`src/rtl/cfg_stream_pkg.sv`:
```
package cfg_stream_pkg;

    localparam int BYTE_W = 8;

    typedef logic [BYTE_W-1:0] byte_t;

    typedef enum logic {
        MODE_SERIAL   = 1'b0,
        MODE_PARALLEL = 1'b1
    } out_mode_e;

    // registered pin-side state
    typedef struct packed {
        logic  valid;
        logic  serial;
        byte_t data;
    } pin_state_t;

    // pick one bit of a byte, index 0 addressing the MSB
    function automatic logic msb_first_bit(byte_t b, logic [2:0] idx);
        return b[3'd7 - idx];
    endfunction

    function automatic byte_t enable_mask(pin_state_t s);
        if (!s.valid)
            return '0;
        else if (s.serial)
            return byte_t'(1);
        else
            return '1;
    endfunction

endpackage

```
`src/rtl/cfg_store.sv`:
```
module cfg_store #(
    parameter int DEPTH = 16,
    localparam int AW = $clog2(DEPTH)
) (
    input  logic                        clk,
    input  logic                        wr_en,
    input  logic [AW-1:0]               wr_addr,
    input  cfg_stream_pkg::byte_t       wr_data,
    input  logic [AW-1:0]               rd_addr,
    output cfg_stream_pkg::byte_t       rd_data
);
    import cfg_stream_pkg::*;

    byte_t mem [DEPTH];

    always_ff @(posedge clk) begin
        if (wr_en)
            mem[wr_addr] <= wr_data;
    end

    assign rd_data = mem[rd_addr];

endmodule

```
`src/rtl/cfg_seq.sv`:
```
module cfg_seq #(
    parameter int DEPTH = 16,
    localparam int AW  = $clog2(DEPTH),
    localparam int PW  = $clog2(DEPTH + 1)
) (
    input  logic                        clk,
    input  logic                        rst,
    input  logic                        sel,
    input  cfg_stream_pkg::out_mode_e   mode,
    output logic [AW-1:0]               rd_addr,
    output logic [2:0]                  bit_idx,
    output logic                        present,
    output logic                        done
);
    import cfg_stream_pkg::*;

    localparam logic [PW-1:0] END_POS = PW'(DEPTH);

    logic [PW-1:0] pos_q;
    logic [2:0]    bit_q;
    logic          done_q;
    logic          at_end;

    assign at_end  = (pos_q == END_POS);
    assign present = sel && !rst && !done_q && !at_end;
    assign rd_addr = pos_q[AW-1:0];
    assign bit_idx = bit_q;
    assign done    = done_q;

    always_ff @(posedge clk) begin
        if (rst) begin
            pos_q  <= '0;
            bit_q  <= '0;
            done_q <= 1'b0;
        end else if (!sel) begin
            pos_q  <= '0;
            bit_q  <= '0;
        end else if (present) begin
            if (mode == MODE_PARALLEL || bit_q == 3'd7) begin
                pos_q <= pos_q + 1'b1;
                bit_q <= '0;
            end else begin
                bit_q <= bit_q + 1'b1;
            end
        end else if (!done_q && at_end) begin
            done_q <= 1'b1;
        end
    end

endmodule

```
`src/rtl/cfg_pin_stage.sv`:
```
module cfg_pin_stage (
    input  logic                        clk,
    input  logic                        rst,
    input  logic                        present,
    input  cfg_stream_pkg::out_mode_e   mode,
    input  cfg_stream_pkg::byte_t       rd_byte,
    input  logic [2:0]                  bit_idx,
    output cfg_stream_pkg::byte_t       pin_data,
    output cfg_stream_pkg::byte_t       pin_en
);
    import cfg_stream_pkg::*;

    pin_state_t st_q;

    always_ff @(posedge clk) begin
        if (rst) begin
            st_q <= '0;
        end else begin
            st_q.valid  <= present;
            st_q.serial <= (mode == MODE_SERIAL);
            if (!present)
                st_q.data <= '0;
            else if (mode == MODE_PARALLEL)
                st_q.data <= rd_byte;
            else
                st_q.data <= byte_t'(msb_first_bit(rd_byte, bit_idx));
        end
    end

    assign pin_data = st_q.valid ? st_q.data : '0;
    assign pin_en   = enable_mask(st_q);

endmodule

```
`src/rtl/cfg_stream_reader.sv`:
```
module cfg_stream_reader #(
    parameter int DEPTH = 16,
    localparam int AW = $clog2(DEPTH)
) (
    input  logic          clk,
    input  logic          rst,
    input  logic          sel,
    input  logic          par_mode,
    input  logic          init_we,
    input  logic [AW-1:0] init_addr,
    input  logic [7:0]    init_data,
    output logic [7:0]    dout,
    output logic [7:0]    dout_en,
    output logic          cascade
);
    import cfg_stream_pkg::*;

    out_mode_e     mode;
    logic [AW-1:0] rd_addr;
    logic [2:0]    bit_idx;
    logic          present;
    byte_t         rd_byte;

    assign mode = par_mode ? MODE_PARALLEL : MODE_SERIAL;

    cfg_store #(.DEPTH(DEPTH)) u_store (
        .clk     (clk),
        .wr_en   (init_we),
        .wr_addr (init_addr),
        .wr_data (init_data),
        .rd_addr (rd_addr),
        .rd_data (rd_byte)
    );

    cfg_seq #(.DEPTH(DEPTH)) u_seq (
        .clk     (clk),
        .rst     (rst),
        .sel     (sel),
        .mode    (mode),
        .rd_addr (rd_addr),
        .bit_idx (bit_idx),
        .present (present),
        .done    (cascade)
    );

    cfg_pin_stage u_pins (
        .clk      (clk),
        .rst      (rst),
        .present  (present),
        .mode     (mode),
        .rd_byte  (rd_byte),
        .bit_idx  (bit_idx),
        .pin_data (dout),
        .pin_en   (dout_en)
    );

endmodule

```
`config.mk`:
```
export PLATFORM = sky130hd
export DESIGN_NAME = cfg_stream_reader
export DESIGN_NICKNAME = d
export VERILOG_FILES = /design/src/rtl/cfg_stream_pkg.sv /design/src/rtl/cfg_store.sv /design/src/rtl/cfg_seq.sv /design/src/rtl/cfg_pin_stage.sv /design/src/rtl/cfg_stream_reader.sv
export SDC_FILE = /design/constraint.sdc
export NUM_CORES = 1
export LEC_CHECK = 0
export ABC_AREA = 1
export CORE_MARGIN = 2
export CORE_UTILIZATION = 64
export DETAILED_ROUTE_END_ITERATION = 16
export HOLD_SLACK_MARGIN = 0.1
export PLACE_DENSITY = 0.84
export SYNTH_ARGS = -nofsm -noshare
export SYNTH_HDL_FRONTEND = slang
export SYNTH_HIERARCHICAL = 1
export SYNTH_SLANG_ARGS = --single-unit
```
`constraint.sdc`:
```
create_clock -name clk -period 3.2 [get_ports clk]
set_input_delay 0.8 -clock clk [delete_from_list [all_inputs] [get_ports clk]]
set_output_delay 0.8 -clock clk [all_outputs]
set_load 0.01 [all_outputs]
```
After elaboration in Yosys (flattened, before gate mapping)
Memory sizes are Yosys's and may differ from the RTL's. A register that Yosys moved wholly into a read port is not among the register bits.
Cells that the tools add are included.
{"block": "totals", "memories": 1, "reg_bits": 19, "elab_cells": 42, "out_inout_bits": 17, "romBits": 0, "ramBits": 128, "in_bits": 17, "latchBits": 0}
{"block": "classes", "muxes": 12, "n_lt_le_gt_ge": 1, "n_reduce_logical": 13, "div_mod_pow": 0, "add_sub_neg": 3, "n_mul": 0, "eq_ne": 2, "bitwise_logic": 3, "n_shift": 0}
{"name": "u_store.mem", "words": 16, "width": 8, "rd": 1, "rd_ports_with_merged_regs": 1, "wr": 1, "line": "cfg_store.sv:14", "rtl": "byte_t mem [DEPTH];"}
{"operator": "8-bit two-way mux", "n": 3}
{"operator": "4-bit two-way mux", "n": 2}
{"operator": "5-bit by 1-bit adder with 5-bit output, second input constant", "n": 1}
{"operator": "5-bit == test, second input constant", "n": 1}
{"operator": "1-bit two-way mux", "n": 5}
{"operator": "1-bit logical AND", "n": 4}
{"operator": "3-bit by 4-bit less-than comparator with 1-bit output, second input constant", "n": 1}
{"operator": "2-bit OR reduction", "n": 2}
{"operator": "3-bit by 1-bit adder with 3-bit output, second input constant", "n": 1}
{"operator": "1-bit binary-select mux with 3-bit select", "n": 1}
{"operator": "3-bit == test, second input constant", "n": 1}
{"operator": "1-bit logical NOT", "n": 3}
{"operator": "3-bit two-way mux", "n": 1}
{"operator": "1-bit NOT", "n": 3}
{"operator": "3-bit AND reduction", "n": 1}
{"operator": "3-bit OR reduction", "n": 1}
{"operator": "3-bit subtractor, first input constant", "n": 1}
{"operator": "2-bit AND reduction", "n": 1}
{"operator": "1-bit logical OR", "n": 1}

Depth between registers and ports, before layout
{"block": "depth", "depth_word": 7, "mapped_depth": 15, "mapped_depth_nobuf": 13}

Cells and area by module
Netlist, hierarchy kept.
{"module": "cfg_store", "seq_area_each_um2": 3843.7, "instances": 1, "area_per_inst_um2": 5606.6, "cells_per_inst": 543}
{"module": "cfg_seq", "seq_area_each_um2": 180.2, "instances": 1, "area_per_inst_um2": 584.3, "cells_per_inst": 80}
{"module": "cfg_pin_stage", "seq_area_each_um2": 200.2, "instances": 1, "area_per_inst_um2": 490.5, "cells_per_inst": 77}

Least setup slack after synthesis
No wires, ideal clock.
{"block": "synth_timing", "path_kind": "register to output", "startpoint": "register u_pins/st_q[9] (netlist name)", "endpoint": "output port dout_en[2]", "required_time_ns": 2.400, "slack_ns": 1.345, "t_arrival_ns": 1.055, "stages_incl_launch_ff": 5, "path_buffers": 2, "cell_sequence": "dfxtp_1 -> buf_2 -> inv_1 -> nor2_1 -> buf_4"}
{"block": "synth_between", "elab_chain_cells": 1}
{"item": "from (decl)", "line": "cfg_pin_stage.sv:13", "rtl": "pin_state_t st_q;"}
{"item": "8-bit two-way mux", "line": "cfg_stream_pkg.sv:25", "rtl": "if (!s.valid)"}
{"item": "to (decl)", "line": "cfg_stream_reader.sv:13", "rtl": "output logic [7:0] dout_en,"}
Every way passes these cells.

Worst setup path in the final report
{"block": "layout_timing", "startpoint": "register u_pins/st_q[9] (netlist name)", "endpoint": "output port dout_en[1]"}
Same word-level chain as after synthesis.

==> flow_metrics.tcl <==
set metrics [dict create \
    seq_area_frac_synth_pct 63.2 \
    slew_violations 0 \
    synth_simple_gate_area_share_pct 23.4 \
    initialDrtViolationCount 507 \
    tritoncts.num_buffers 17 \
    syn-num-nets 721 \
    start_util_pct 65.3 \
    clockBufferDepth 2 \
    timing.critical_path.fanout_max 10 \
    num-nets-final 739 \
    cp_launch_type "flip-flop" \
    synth_compound_area_share_pct 0.693 \
    remaining_design_rule_violation_count 0 \
    synth.mux.area_fraction_pct 0 \
    hpwlAfterDp_um 8850 \
    clkLatencyLatePin_ps 510 \
    critPathTopFamily "buffers and inverters" \
    synthArstFlopShare_pct 0 \
    synth_fa_ha_area_share_pct 0.749 \
    setup_repair_after_global_routing_missed_its_margin "false" \
    cts.root.buffer_cell "sky130_fd_sc_hd__clkbuf_8" \
    worst-path-buf-inv 2 \
    yosys.area.top_type "sky130_fd_sc_hd__edfxtp_1" \
    fin_total_pwr_mw 4.31 \
    dominantRegCellSynth "sky130_fd_sc_hd__edfxtp_1" \
    yosys.cell_count.top_type "sky130_fd_sc_hd__nand2_1" \
    synth-edff-count 128 \
    tritoncts "done" \
    row_count 37 \
    pwr-share-seq_pct 49.5 \
    p_switching_mw 0.877 \
    p_leak_nw 3.26 \
    setup_viol_count_final 0 \
    yosys_warnings 6 \
    cp_slowest_stage_delay_ps 610 \
    finalWeightedCongestion 0.898 \
    netlist_top_cells_area "sky130_fd_sc_hd__edfxtp_1 (58%), sky130_fd_sc_hd__nand2_1 (12%), sky130_fd_sc_hd__nand3_1 (8.3%)" \
    critical_path_type "flip-flop to output port" \
    post_drt_wl_per_cell_um 17.3 \
    synth_common_cells "sky130_fd_sc_hd__nand2_1 (207), sky130_fd_sc_hd__inv_1 (130), sky130_fd_sc_hd__edfxtp_1 (128)" \
    final.setup.worst_slack_ps 443 \
    final.period_utilization_pct 86.1 \
    cell_by_cell_trace_of_the_critical_path "inv_1 > nor2_1 > clkdlybuf4s50_1" \
    dpl_worst_slack_ps 701 \
    wp_data_required_ps 2400 \
    synth.top_cell.area_share_pct 57.5 \
    floorplan.die_area_sq_um 11300 \
    combPwrFrac_pct 4.1 \
    clk_pin_slew_worst_paths_ps 60 \
    antenna_found_initial 0 \
    grt_start_max_net_pins 70 \
    clock_sinks 147 \
    timing.slew.headroom_pct 45.1 \
    cap_violations 0 \
    ir_worst_vdd_mv 0.534 \
    avgSynthCellArea_sq_um 9.54 \
    fmaxAchievable_mhz 363 \
    worst_min_delay_path_class "flip-flop to flip-flop" \
    cts_htree_levels 4 \
    final_hold_viol_count 0 \
    postCtsHoldBufs 0 \
    global_route.usage.total_pct 28.3 \
    antenna_cells 0 \
    finalHoldWorstSlack_ps 515 \
    post_synth_inst_count 700 \
    clkPwrFrac_pct 46.3 \
    dr.pass1.iters 6 \
    die_w_um 106 \
    netlist_area_sq_um 6680 \
    worst_pin_slew_ps 820 \
    grt_first_pass_wirelength_um 23600 \
    min_period_ps 2760 \
    cts_repair_resize_count 0 \
    final_util_pct 73.7 \
    outcome "complete, no violations" \
    synth.ff_latch_count 147 \
    number_of_vias_per_cell 5.57 \
    synth_top_family_by_area "simple AND/OR/NAND/NOR gates" \
    setup.worst_path.end_class "output port" \
    setup-tns-final_ps 0 \
    intPower_mw 3.44 \
    die_ht_um 106 \
    finalClockSkew_ps 5.32 \
    share_of_post_route_cells_with_drive_strength_above_1_pct 6.30 \
    power_switching_share_pct 20.3 \
    core_area_sq_um 10200 \
    count_of_input_and_output_buffers 33 \
    layout-area-overhead-vs-synth_pct 12.8 \
    overflow 0 \
    cts_setup_buffers 0 \
    routed_wl_um 15000 \
    synth-xor-area-share_pct 0.131 \
    yosys.cell_types.count 23 \
    worst_path_arrival_ps 1960 \
    pin_count 34 \
    num_vias 4824 \
    power_density_nw_per_um2 572 \
    number_of_global_route_vias_before_repair 4626 \
    final_antenna_net_count 0 \
    crit_path_top_delay_cell "sky130_fd_sc_hd__clkdlybuf4s50_1" \
]
per-stage QoR:
step / std cells / area (sq um)
2_1_floorplan: 700 / 6680
3_3_place_gp: 835 / 6940
3_5_place_dp: 835 / 6940
4_1_cts: 866 / 7540
5_1_grt: 866 / 7540
6_report: 866 / 7540
layout make-up:
class	count	area (sq um)
flip-flops and latches	147	4230
fillers	667	2690
multi-input cells	379	1670
inverters	136	510
clock buffers	17	414
repair buffers	37	360
clock inverters	14	186
well taps	136	170
sequential cells by signal, indices dropped and copies added, names as in the netlist:
signal and cells:
u_seq/bit_idx 3, u_store/mem 128, u_pins/st_q 10, u_seq/done 1, u_seq/pos_q 5
routing by layer:
metal	share of wire (%)	vias to the layer above	global-route usage, %
met5	0	-	0
li1	-	2245	-
met2	49	299	46.7
met1	38	2235	36.4
met4	3.2	0	12.9
met3	9.7	45	5.52
cell usage in the layout, fill, tap and decap left out, drive strengths merged:
master	instances
a21oi	5
buf	4
bufinv	4
clkbuf	17
clkdlybuf4s50	33
clkinv	4
clkinvlp	4
dfxtp	19
edfxtp	128
ha	4
inv	138
nand2	208
nand3	112
nand3b	3
nand4	2
nor2	39
o21ai	3
o22ai	1
or2	1
xor2	1
kinds of logic (layout without fill, tap and decap cells):
| family | after synthesis | count (layout) |
|---|---|---|
| AOI/OAI and AO/OA | 9 | 9 |
| DFF | 147 | 147 |
| adders and majority gates | 4 | 4 |
| and+or+nand+nor | 365 | 365 |
| buffers and inverters | 174 | 204 |
| xor gates and xnor gates | 1 | 1 |
worst min-delay path, delay by kind of cell (launching register included):
kind	cells	cell delay, ps
AOI/OAI and AO/OA	1	60
DFF	1	340
and+or+nand+nor	1	80
power groups by stage:
| stage | Combinational (mW) | Sequential [mW] | Clock [mW] |
|---|---|---|---|
| CTS | 0.177 | 2.14 | 2.01 |
| finish | 0.178 | 2.14 | 2.00 |
| detailed placement | 0.172 | 2.18 | 0 |
| global route | 0.197 | 2.14 | 2.08 |
| global placement | 0.167 | 2.18 | 0 |
| floorplan | 0.0980 | 2.17 | 0 |
worst paths after layout:
path                                startpoint              to  slack [ps]  cells after the start
worst max-delay path            u_pins/st_q[9]      dout_en[1]         440                      3
worst max register to register  u_seq/pos_q[0]  u_pins/st_q[0]         980                     13
worst min register to register  u_seq/pos_q[4]  u_seq/pos_q[4]         520                      2
worst min-delay path            u_seq/pos_q[4]  u_seq/pos_q[4]         520                      2
Note: power is estimated with default switching activity, not from simulation.
